==> config.mk <==
export PLATFORM = sky130hd
export DESIGN_NAME = qdisp_top
export DESIGN_NICKNAME = d
export VERILOG_FILES = /design/src/rtl/qdisp_pkg.sv /design/src/rtl/qdisp_ctrl.sv /design/src/rtl/qdisp_data.sv /design/src/rtl/qdisp_top.sv
export SDC_FILE = /design/constraint.sdc
export NUM_CORES = 1
export LEC_CHECK = 0
export BUFFER_PORTS_ARGS = -buffer_cell sky130_fd_sc_hd__buf_2
export CELL_PAD_IN_SITES_DETAIL_PLACEMENT = 1
export CELL_PAD_IN_SITES_GLOBAL_PLACEMENT = 1
export CORE_ASPECT_RATIO = 0.6
export CORE_UTILIZATION = 39
export CTS_BUF_LIST = sky130_fd_sc_hd__clkbuf_4 sky130_fd_sc_hd__clkbuf_8
export DETAILED_ROUTE_END_ITERATION = 8
export GPL_TIMING_DRIVEN = 0
export PLACE_DENSITY_LB_ADDON = 0.1
export SLEW_MARGIN = 10
export SYNTH_ARGS = -nofsm -noshare
export SYNTH_HDL_FRONTEND = slang
export SYNTH_SLANG_ARGS = --single-unit
export TNS_END_PERCENT = 5
==> constraint.sdc <==
create_clock -name clk -period 6.25 [get_ports clk]
set_clock_uncertainty 0.1 [all_clocks]
set_input_delay 0.625 -clock clk [delete_from_list [all_inputs] [get_ports clk]]
set_output_delay 0.625 -clock clk [all_outputs]
set_load 0.02 [all_outputs]
==> src/rtl/qdisp_pkg.sv <==
package qdisp_pkg;
  localparam int DISP_W = 3;                 // micro-ops per cycle and lanes offered
  localparam int TAG_W  = 3;
  localparam int NUM_Q  = 7;                 // queues with a cap
  localparam int NUM_TAG = 1 << TAG_W;
  localparam int CNT_W  = $clog2(DISP_W + 1);

  typedef enum logic [TAG_W-1:0] {
    TAG_BR   = 3'd0,
    TAG_INT  = 3'd1,
    TAG_INTM = 3'd2,
    TAG_FP0  = 3'd3,
    TAG_FP1  = 3'd4,
    TAG_FPX  = 3'd5,
    TAG_MEM  = 3'd6,
    TAG_RSV  = 3'd7
  } qtag_e;

  function automatic int qLimit(input logic [TAG_W-1:0] q);
    case (q)
      TAG_BR:  return 1;
      TAG_INT: return 2;
      TAG_INTM: return 2;
      TAG_FP0: return 1;
      TAG_FP1: return 1;
      TAG_FPX: return 2;
      TAG_MEM: return 2;
      default: return 0;
    endcase
  endfunction

  typedef struct packed {
    logic [DISP_W-1:0]      takeMask;
    logic [DISP_W-1:0]      sendMask;
    logic                   errStb;
    logic [NUM_Q*CNT_W-1:0] qTally;
  } strobe_t;
endpackage

==> src/rtl/qdisp_ctrl.sv <==
module qdisp_ctrl
  import qdisp_pkg::*;
(
  input  logic                    clk,
  input  logic                    rstN,
  input  logic [DISP_W-1:0]       inValid,
  input  logic [DISP_W*TAG_W-1:0] inTag,
  output strobe_t                 stb
);
  logic [CNT_W:0]    qCnt [NUM_TAG];
  logic [CNT_W:0]    total;
  logic              stopScan;
  logic              fits;
  logic [TAG_W-1:0]  laneTag;
  logic [DISP_W-1:0] take;
  logic [DISP_W-1:0] send;
  logic              err;

  always_comb begin
    for (int q = 0; q < NUM_TAG; q++) qCnt[q] = '0;
    total    = '0;
    stopScan = 1'b0;
    fits     = 1'b0;
    laneTag  = '0;
    take     = '0;
    send     = '0;
    err      = 1'b0;
    for (int i = 0; i < DISP_W; i++) begin
      laneTag = inTag[i*TAG_W +: TAG_W];
      if (!stopScan) begin
        if (!inValid[i]) begin
          stopScan = 1'b1;
        end else if (laneTag == TAG_RSV) begin
          take[i]  = 1'b1;
          err      = 1'b1;
          stopScan = 1'b1;
        end else begin
          fits = (int'(qCnt[laneTag]) + 1 <= qLimit(laneTag)) &&
                 (int'(total) < DISP_W);
          if (laneTag == TAG_FP0 || laneTag == TAG_FP1)
            fits = fits && (int'(qCnt[TAG_FPX]) + 1 <= qLimit(TAG_FPX));
          if (fits) begin
            take[i] = 1'b1;
            send[i] = 1'b1;
            qCnt[laneTag] = qCnt[laneTag] + 1'b1;
            if (laneTag == TAG_FP0 || laneTag == TAG_FP1)
              qCnt[TAG_FPX] = qCnt[TAG_FPX] + 1'b1;
            total = total + 1'b1;
          end else begin
            stopScan = 1'b1;
          end
        end
      end
    end
  end

  always_comb begin
    stb.takeMask = take;
    stb.sendMask = send;
    stb.errStb   = err;
    for (int q = 0; q < NUM_Q; q++)
      stb.qTally[q*CNT_W +: CNT_W] = qCnt[q][CNT_W-1:0];
  end

  // accepted lanes form a prefix
  p_ready_prefix_r2: assert property (@(posedge clk) disable iff (!rstN)
    (stb.takeMask & (stb.takeMask + 1'b1)) == '0);

  // no lane is taken without its valid
  p_ready_valid_r11: assert property (@(posedge clk) disable iff (!rstN)
    (stb.takeMask & ~inValid) == '0);
endmodule

==> src/rtl/qdisp_data.sv <==
module qdisp_data
  import qdisp_pkg::*;
(
  input  logic                    clk,
  input  logic                    rstN,
  input  strobe_t                 stb,
  input  logic [DISP_W*TAG_W-1:0] inTag,
  output logic [DISP_W-1:0]       dispValid,
  output logic [DISP_W*TAG_W-1:0] dispTag,
  output logic [NUM_Q*CNT_W-1:0]  qCount,
  output logic                    errFlag
);
  always_ff @(posedge clk or negedge rstN) begin
    if (!rstN) begin
      dispValid <= '0;
      dispTag   <= '0;
      qCount    <= '0;
      errFlag   <= 1'b0;
    end else begin
      dispValid <= stb.sendMask;
      for (int i = 0; i < DISP_W; i++)
        dispTag[i*TAG_W +: TAG_W] <= stb.sendMask[i] ? inTag[i*TAG_W +: TAG_W] : '0;
      qCount    <= stb.qTally;
      errFlag   <= stb.errStb;
    end
  end

  function automatic int fld(input logic [NUM_Q*CNT_W-1:0] v, input int q);
    return int'(v[q*CNT_W +: CNT_W]);
  endfunction

  // non-FP queue caps
  p_queue_cap_r3: assert property (@(posedge clk) disable iff (!rstN)
    fld(qCount, TAG_BR) <= 1 && fld(qCount, TAG_INT) <= 2 &&
    fld(qCount, TAG_INTM) <= 2 && fld(qCount, TAG_MEM) <= 2);

  // FP units charge the combined queue too
  p_fp_shared_r4: assert property (@(posedge clk) disable iff (!rstN)
    fld(qCount, TAG_FP0) <= 1 && fld(qCount, TAG_FP1) <= 1 &&
    fld(qCount, TAG_FPX) <= 2 &&
    fld(qCount, TAG_FPX) >= fld(qCount, TAG_FP0) + fld(qCount, TAG_FP1));

  // slots and queue charges agree
  p_count_match_r8: assert property (@(posedge clk) disable iff (!rstN)
    $countones(dispValid) ==
      fld(qCount, TAG_BR) + fld(qCount, TAG_INT) + fld(qCount, TAG_INTM) +
      fld(qCount, TAG_FPX) + fld(qCount, TAG_MEM));

  // dispatched slots form a prefix
  p_send_prefix_r2: assert property (@(posedge clk) disable iff (!rstN)
    (dispValid & (dispValid + 1'b1)) == '0);
endmodule

==> src/rtl/qdisp_top.sv <==
module qdisp_top
  import qdisp_pkg::*;
(
  input  logic        clk,
  input  logic        rstN,
  input  logic [2:0]  inValid,
  input  logic [8:0]  inTag,
  output logic [2:0]  inReady,
  output logic [2:0]  dispValid,
  output logic [8:0]  dispTag,
  output logic [13:0] qCount,
  output logic        errFlag
);
  strobe_t stb;

  qdisp_ctrl uCtrl (
    .clk(clk), .rstN(rstN), .inValid(inValid), .inTag(inTag), .stb(stb)
  );

  qdisp_data uData (
    .clk(clk), .rstN(rstN), .stb(stb), .inTag(inTag),
    .dispValid(dispValid), .dispTag(dispTag), .qCount(qCount), .errFlag(errFlag)
  );

  assign inReady = stb.takeMask;

  // reserved tag in lane 0 flags an error and dispatches nothing
  p_err_follow_r6: assert property (@(posedge clk) disable iff (!rstN)
    (inValid[0] && inTag[2:0] == TAG_RSV) |=> (errFlag && dispValid == '0));

  // an accepted lane 0 appears in slot 0 with its tag
  p_disp_follow_r7: assert property (@(posedge clk) disable iff (!rstN)
    (inReady[0] && inTag[2:0] != TAG_RSV) |=>
      (dispValid[0] && dispTag[2:0] == $past(inTag[2:0])));
endmodule

# Word-level counts from Yosys, hierarchy flattened
# Memories as Yosys holds them, arrays and structs flattened.
# Index checks and enable logic that the tools add are counted.
# totals
mem_bits_ro,24
n_memories,1
output_inout_bits,30
register_bits,27
word_cells,169
input_bits,14
# classes
n_lt_le_gt_ge,13
bitwise_logic,4
mux,95
add_sub_neg,12
reduce_logical,19
n_eq_ne,21
# memory_table
name,depth,word_bits,rd,rd_ports_with_merged_regs,write_ports,line_no,rtl
(name not given),8,3,1,0,0,qdisp_ctrl.sv:45,qCnt[laneTag] = qCnt[laneTag] + 1'b1;
# ops
cell,n
$mux 32,8
$mux 24,7
$le 32x32->1,3
$mux 23,4
$le 32x3->1 const B,2
$mux 3,21
$bwmux 24,2
$mux 1,45
$eq 3x3->1 const B,12
$demux 3 s3,3
$and 24x24->24,1
$add 3x1->3 const B,7
$add 3x1->4 const B,5
$bmux 3 s3,2
$eq 3x2->1 const B,6
$ge 4x4->1 const B,3
$lt 4x1->1 const B,3
$not 3->4,3
$pmux 2 s2,3
$reduce_or 4->1,3
$eq 3x1->1 const B,3
$logic_not 3->1,3
$reduce_or 3->1,3
$logic_and 1x1->1,7
other kinds (2),5

# Depth between registers and ports, before layout
# depth
ltp_word,42
depth_mapped,27

# Modules after synthesis
# From an unflattened synthesis, not the netlist that was laid out.
# hier_totals
hier_cells,281
hier_area_um2,2446.1
# by_module_without_submodules
mod,cells_each,area_each_um2,seq_area_each_um2,instances
qdisp_ctrl,245,1714.1,0.0,1
qdisp_data,36,732.0,675.6,1

# Least setup slack after synthesis
# Ideal clock, no wire load.
# synth_timing
kind,input-to-reg
startpoint,input port inTag[2]
endpoint,register uData.qCount[3]
path_buffers,2
cell_stages,26
arrival_ns,5.937
required_ns,6.031
path_slack_ns,0.095
cell_sequence,clkbuf_1 > nand3b_1 > o21ai_0 > ha_1 > nand2_1 > o21ai_1 > o21ai_1 > a31oi_1 > fa_1 > nor2b_1 > o21ai_4 > nand3_4 > o311ai_1 > o22ai_1 > or4_4 > buf_6 > xnor2_1 > ha_1 > nor2b_1 > o21ai_0 > o211ai_1 > nand2b_1 > o22ai_1 > nand2_1 > and4_1 > o21a_1
# synth_rtl
element,line_no,rtl
start: declaration,qdisp_top.sv:7,"input logic [8:0] inTag,"
end signal: assignment,qdisp_data.sv:23,qCount <= stb.qTally;
end: declaration,qdisp_data.sv:10,"output logic [NUM_Q*CNT_W-1:0] qCount,"

==> results.cfg <==
[timing]
tightest_slew_ns = 1.06
setup_violations = 0
rsz0062_at_grt = yes
clock.fmax_ghz = 0.161
slew_headroom_pct = 27.5
finalHoldViolCount = 0
finalCritPeriodShare_pct = 99.5
min_period_ns = 6.22
maxSlewViolCount = 0
setup_ws_ns = 0.0283

[logic_synthesis]
synth_cells = 281
syn_avg_cell_area_um2 = 8.34
async_flop_share_pct = 100
synth.cell_area_um2 = 2340
postSynthNetCount = 307
yosysWarnings = 0
synth_seq_cells = 27
synth.area.top_cells = dfrtp_1 (29%), ha_1 (5.9%), nand3_1 (4.7%)
ys.flop_type = dfrtp_1
synth_edf_count = 0
ys_seq_area_share_pct = 28.8
yosysTopAreaCell = dfrtp_1
synth_top_area_share_pct = 28.8
yosys.cell_types.count = 66

[pwr]
swShare_pct = 38.8
power.density_nw_per_um2 = 165
p_clk_share_pct = 20.2
pwr-share-seq_pct = 36.1
p_int_w = 0.000312
power.share.combinational_pct = 43.7
p_leak_nw = 1.44
ir_worst_vdd_mv = 0.0872
p_sw_w = 0.000198
finalPower_w = 0.000509

[clocking]
cts_tree = built
cts_buffer_depth = 2
cts_made_buffers = 3
cts.sinks = 27
holdBufCountCts = 0
ctsHtreeMaxLevel = 1
clock-root-buffer = clkbuf_8
clk_pin_slew_ns = 0.10

[floorplan]
die_w_um = 102
die_h_um = 62.0
io_pins = 44
core_um2 = 5680
dieArea_um2 = 6330
start_util_pct = 41.3
rows = 21

[outcome]
status = complete, no violations

[setup_path]
required_ns = 5.52
cp-end-kind = output port
cp_top_family = compound AO/OA/AOI/OAI gates
critPathKind = input pin to output port
worstPathArrival_ns = 5.50
cpMostUsedCell = o21ai_1
worst_setup_path_start_kind = input pin
crit_path_max_fanout = 12
critical_path.slowest_cell = or4_4
crit_path_max_incr_delay_ns = 0.59
cp_num_buf_inv = 3

[drt]
via_per_inst = 6.09
m1WireLength_mm = 4.25
drc_errors = 0
vias = 2606
wirelength_mm = 8.79
drtAntennaViolNets = 0
wl_met3_um = 663
wl_met2_mm = 3.73
firstDrtPassIters = 5
drtIter0Drc = 256
wl_per_cell_um = 20.5
top_layer = met4

[placed_design]
gp_congestion = 0.877
port_buffers = 42
dp_hpwl_mm = 6.28
dp_slack_ns = -1.59

[global_route]
grt-ovfl-total = 0
grt_start_max_net_pins = 28
grt_use_total_pct = 28.7
grt_pass1_wl_mm = 13.4
antenna_found_initial = 0
grt_pass1_vias = 2469

[min_path]
hold_class = input pin to async pin

[cells_and_area]
nFillCells = 713
diodes = 0
final_cell_mix = buf_2 (43), dfrtp_1 (27), nand2_1 (26)
syn2layout_area_growth_pct = 31.9
drive_above_1_share_pct = 35.1
final_common_cell = buf_2
finalNetCount = 375

[job]
cap_violations = 0
[per-stage QoR]
| stage | area (um2) | cells | utilization, % | TNS, ns | hold WS, ns |
|---|---|---|---|---|---|
| finish | 3090 | 428 | 54.5 | 0 | 0.222 |
| global route | 3090 | 428 | 54.5 | -0.212 | 0.270 |
| CTS | 2980 | 424 | 52.5 | 0 | 0.243 |
| detailed placement | 2650 | 403 | 46.8 | -25.54 | 0.550 |
| global placement | 2650 | 403 | 46.8 | -22.34 | 0.544 |
| floorplan | 2340 | 281 | - | 0 | 0.229 |
[per-layer routing]
layer  vias to the layer above  track usage (%)
met1                      1289             41.1
met5                         -                0
met2                       135             44.0
met3                        19             6.04
li1                       1163                -
met4                         0             7.76
[power groups by stage]
stage               logic [W]  clock network [W]  registers, W
global placement     0.000171                  0      0.000187
finish               0.000222           0.000103      0.000184
CTS                  0.000203           0.000104      0.000184
detailed placement   0.000176                  0      0.000188
floorplan            0.000109                  0      0.000198
global route         0.000237           0.000110      0.000185
[kinds of logic after synthesis]
family | count (synthesis) | synth area share [%]
and+or+nand+nor | 127 | 30.2
DFF | 27 | 28.8
buffers and inverters | 34 | 7.15
xor gates and xnor gates | 4 | 1.50
AOI/OAI and AO/OA | 69 | 21.9
adders and majority gates | 12 | 6.73
muxes | 8 | 3.68
[cell usage after synthesis, types with 2 or more instances]
| cell type | number |
|---|---|
| o21ai_1 | 7 |
| a21oi_1 | 6 |
| o21ai_0 | 15 |
| o211ai_1 | 3 |
| nor3_1 | 9 |
| nor2b_1 | 6 |
| a211oi_1 | 2 |
| and3b_1 | 3 |
| o32ai_1 | 3 |
| a221oi_2 | 2 |
| dfrtp_1 | 27 |
| buf_4 | 3 |
| mux2i_1 | 6 |
| nand4_1 | 6 |
| o22ai_1 | 3 |
| buf_2 | 7 |
| nand3_1 | 22 |
| o21a_1 | 2 |
| buf_6 | 2 |
| inv_2 | 4 |
| or3_1 | 5 |
| o2111ai_1 | 2 |
| nor2_1 | 13 |
| nand2b_1 | 7 |
| nor4_1 | 4 |
| inv_1 | 9 |
| xnor2_1 | 2 |
| and3_1 | 4 |
| nand4b_1 | 2 |
| nand2_1 | 27 |
| and2_1 | 6 |
| a21oi_2 | 2 |
| clkbuf_1 | 7 |
| xor2_1 | 2 |
| a32o_1 | 2 |
| ha_1 | 11 |
| nand3b_1 | 3 |
| o2111ai_2 | 2 |
| a31oi_1 | 6 |
[repair_timing]
action	4_1_cts	5_1_grt
buffers inserted	18	5
gates resized for setup	35	19
pin swaps	17	13
hold endpoints to repair	0	0
endpoints found under the setup margin	19	18
[flip-flops by register name, indices dropped and copies added (netlist names)]
| register | cells |
|---|---|
| uData.dispValid | 3 |
| uData.qCount | 14 |
| uData.errFlag | 1 |
| uData.dispTag | 9 |
[layout make-up]
| class | count | area (um2) | area share (%) |
|---|---|---|---|
| clock inverter | 1 | 7.51 | 0.243 |
| multi-input combinational | 220 | 1670 | 53.9 |
| inverter | 14 | 57.6 | 1.86 |
| tap | 80 | 100 | 3.24 |
| timing repair buffer | 65 | 424 | 13.7 |
| sequential | 27 | 676 | 21.9 |
| buffer | 18 | 120 | 3.89 |
| clock buffer | 3 | 41.3 | 1.34 |
[final timing paths]
path / from / end / slack (ns) / depth (start not counted)
worst max-delay path: inTag[0] / inReady[2] / 0.03 / 25
worst min-delay path: rstN / uData.qCount[12] / 0.22 / 1
max in group asynchronous: rstN / uData.dispValid[2] / 5.44 / 1
min in group clk: inValid[2] / uData.errFlag / 0.52 / 3
Note: power is estimated with default switching activity, not from simulation.
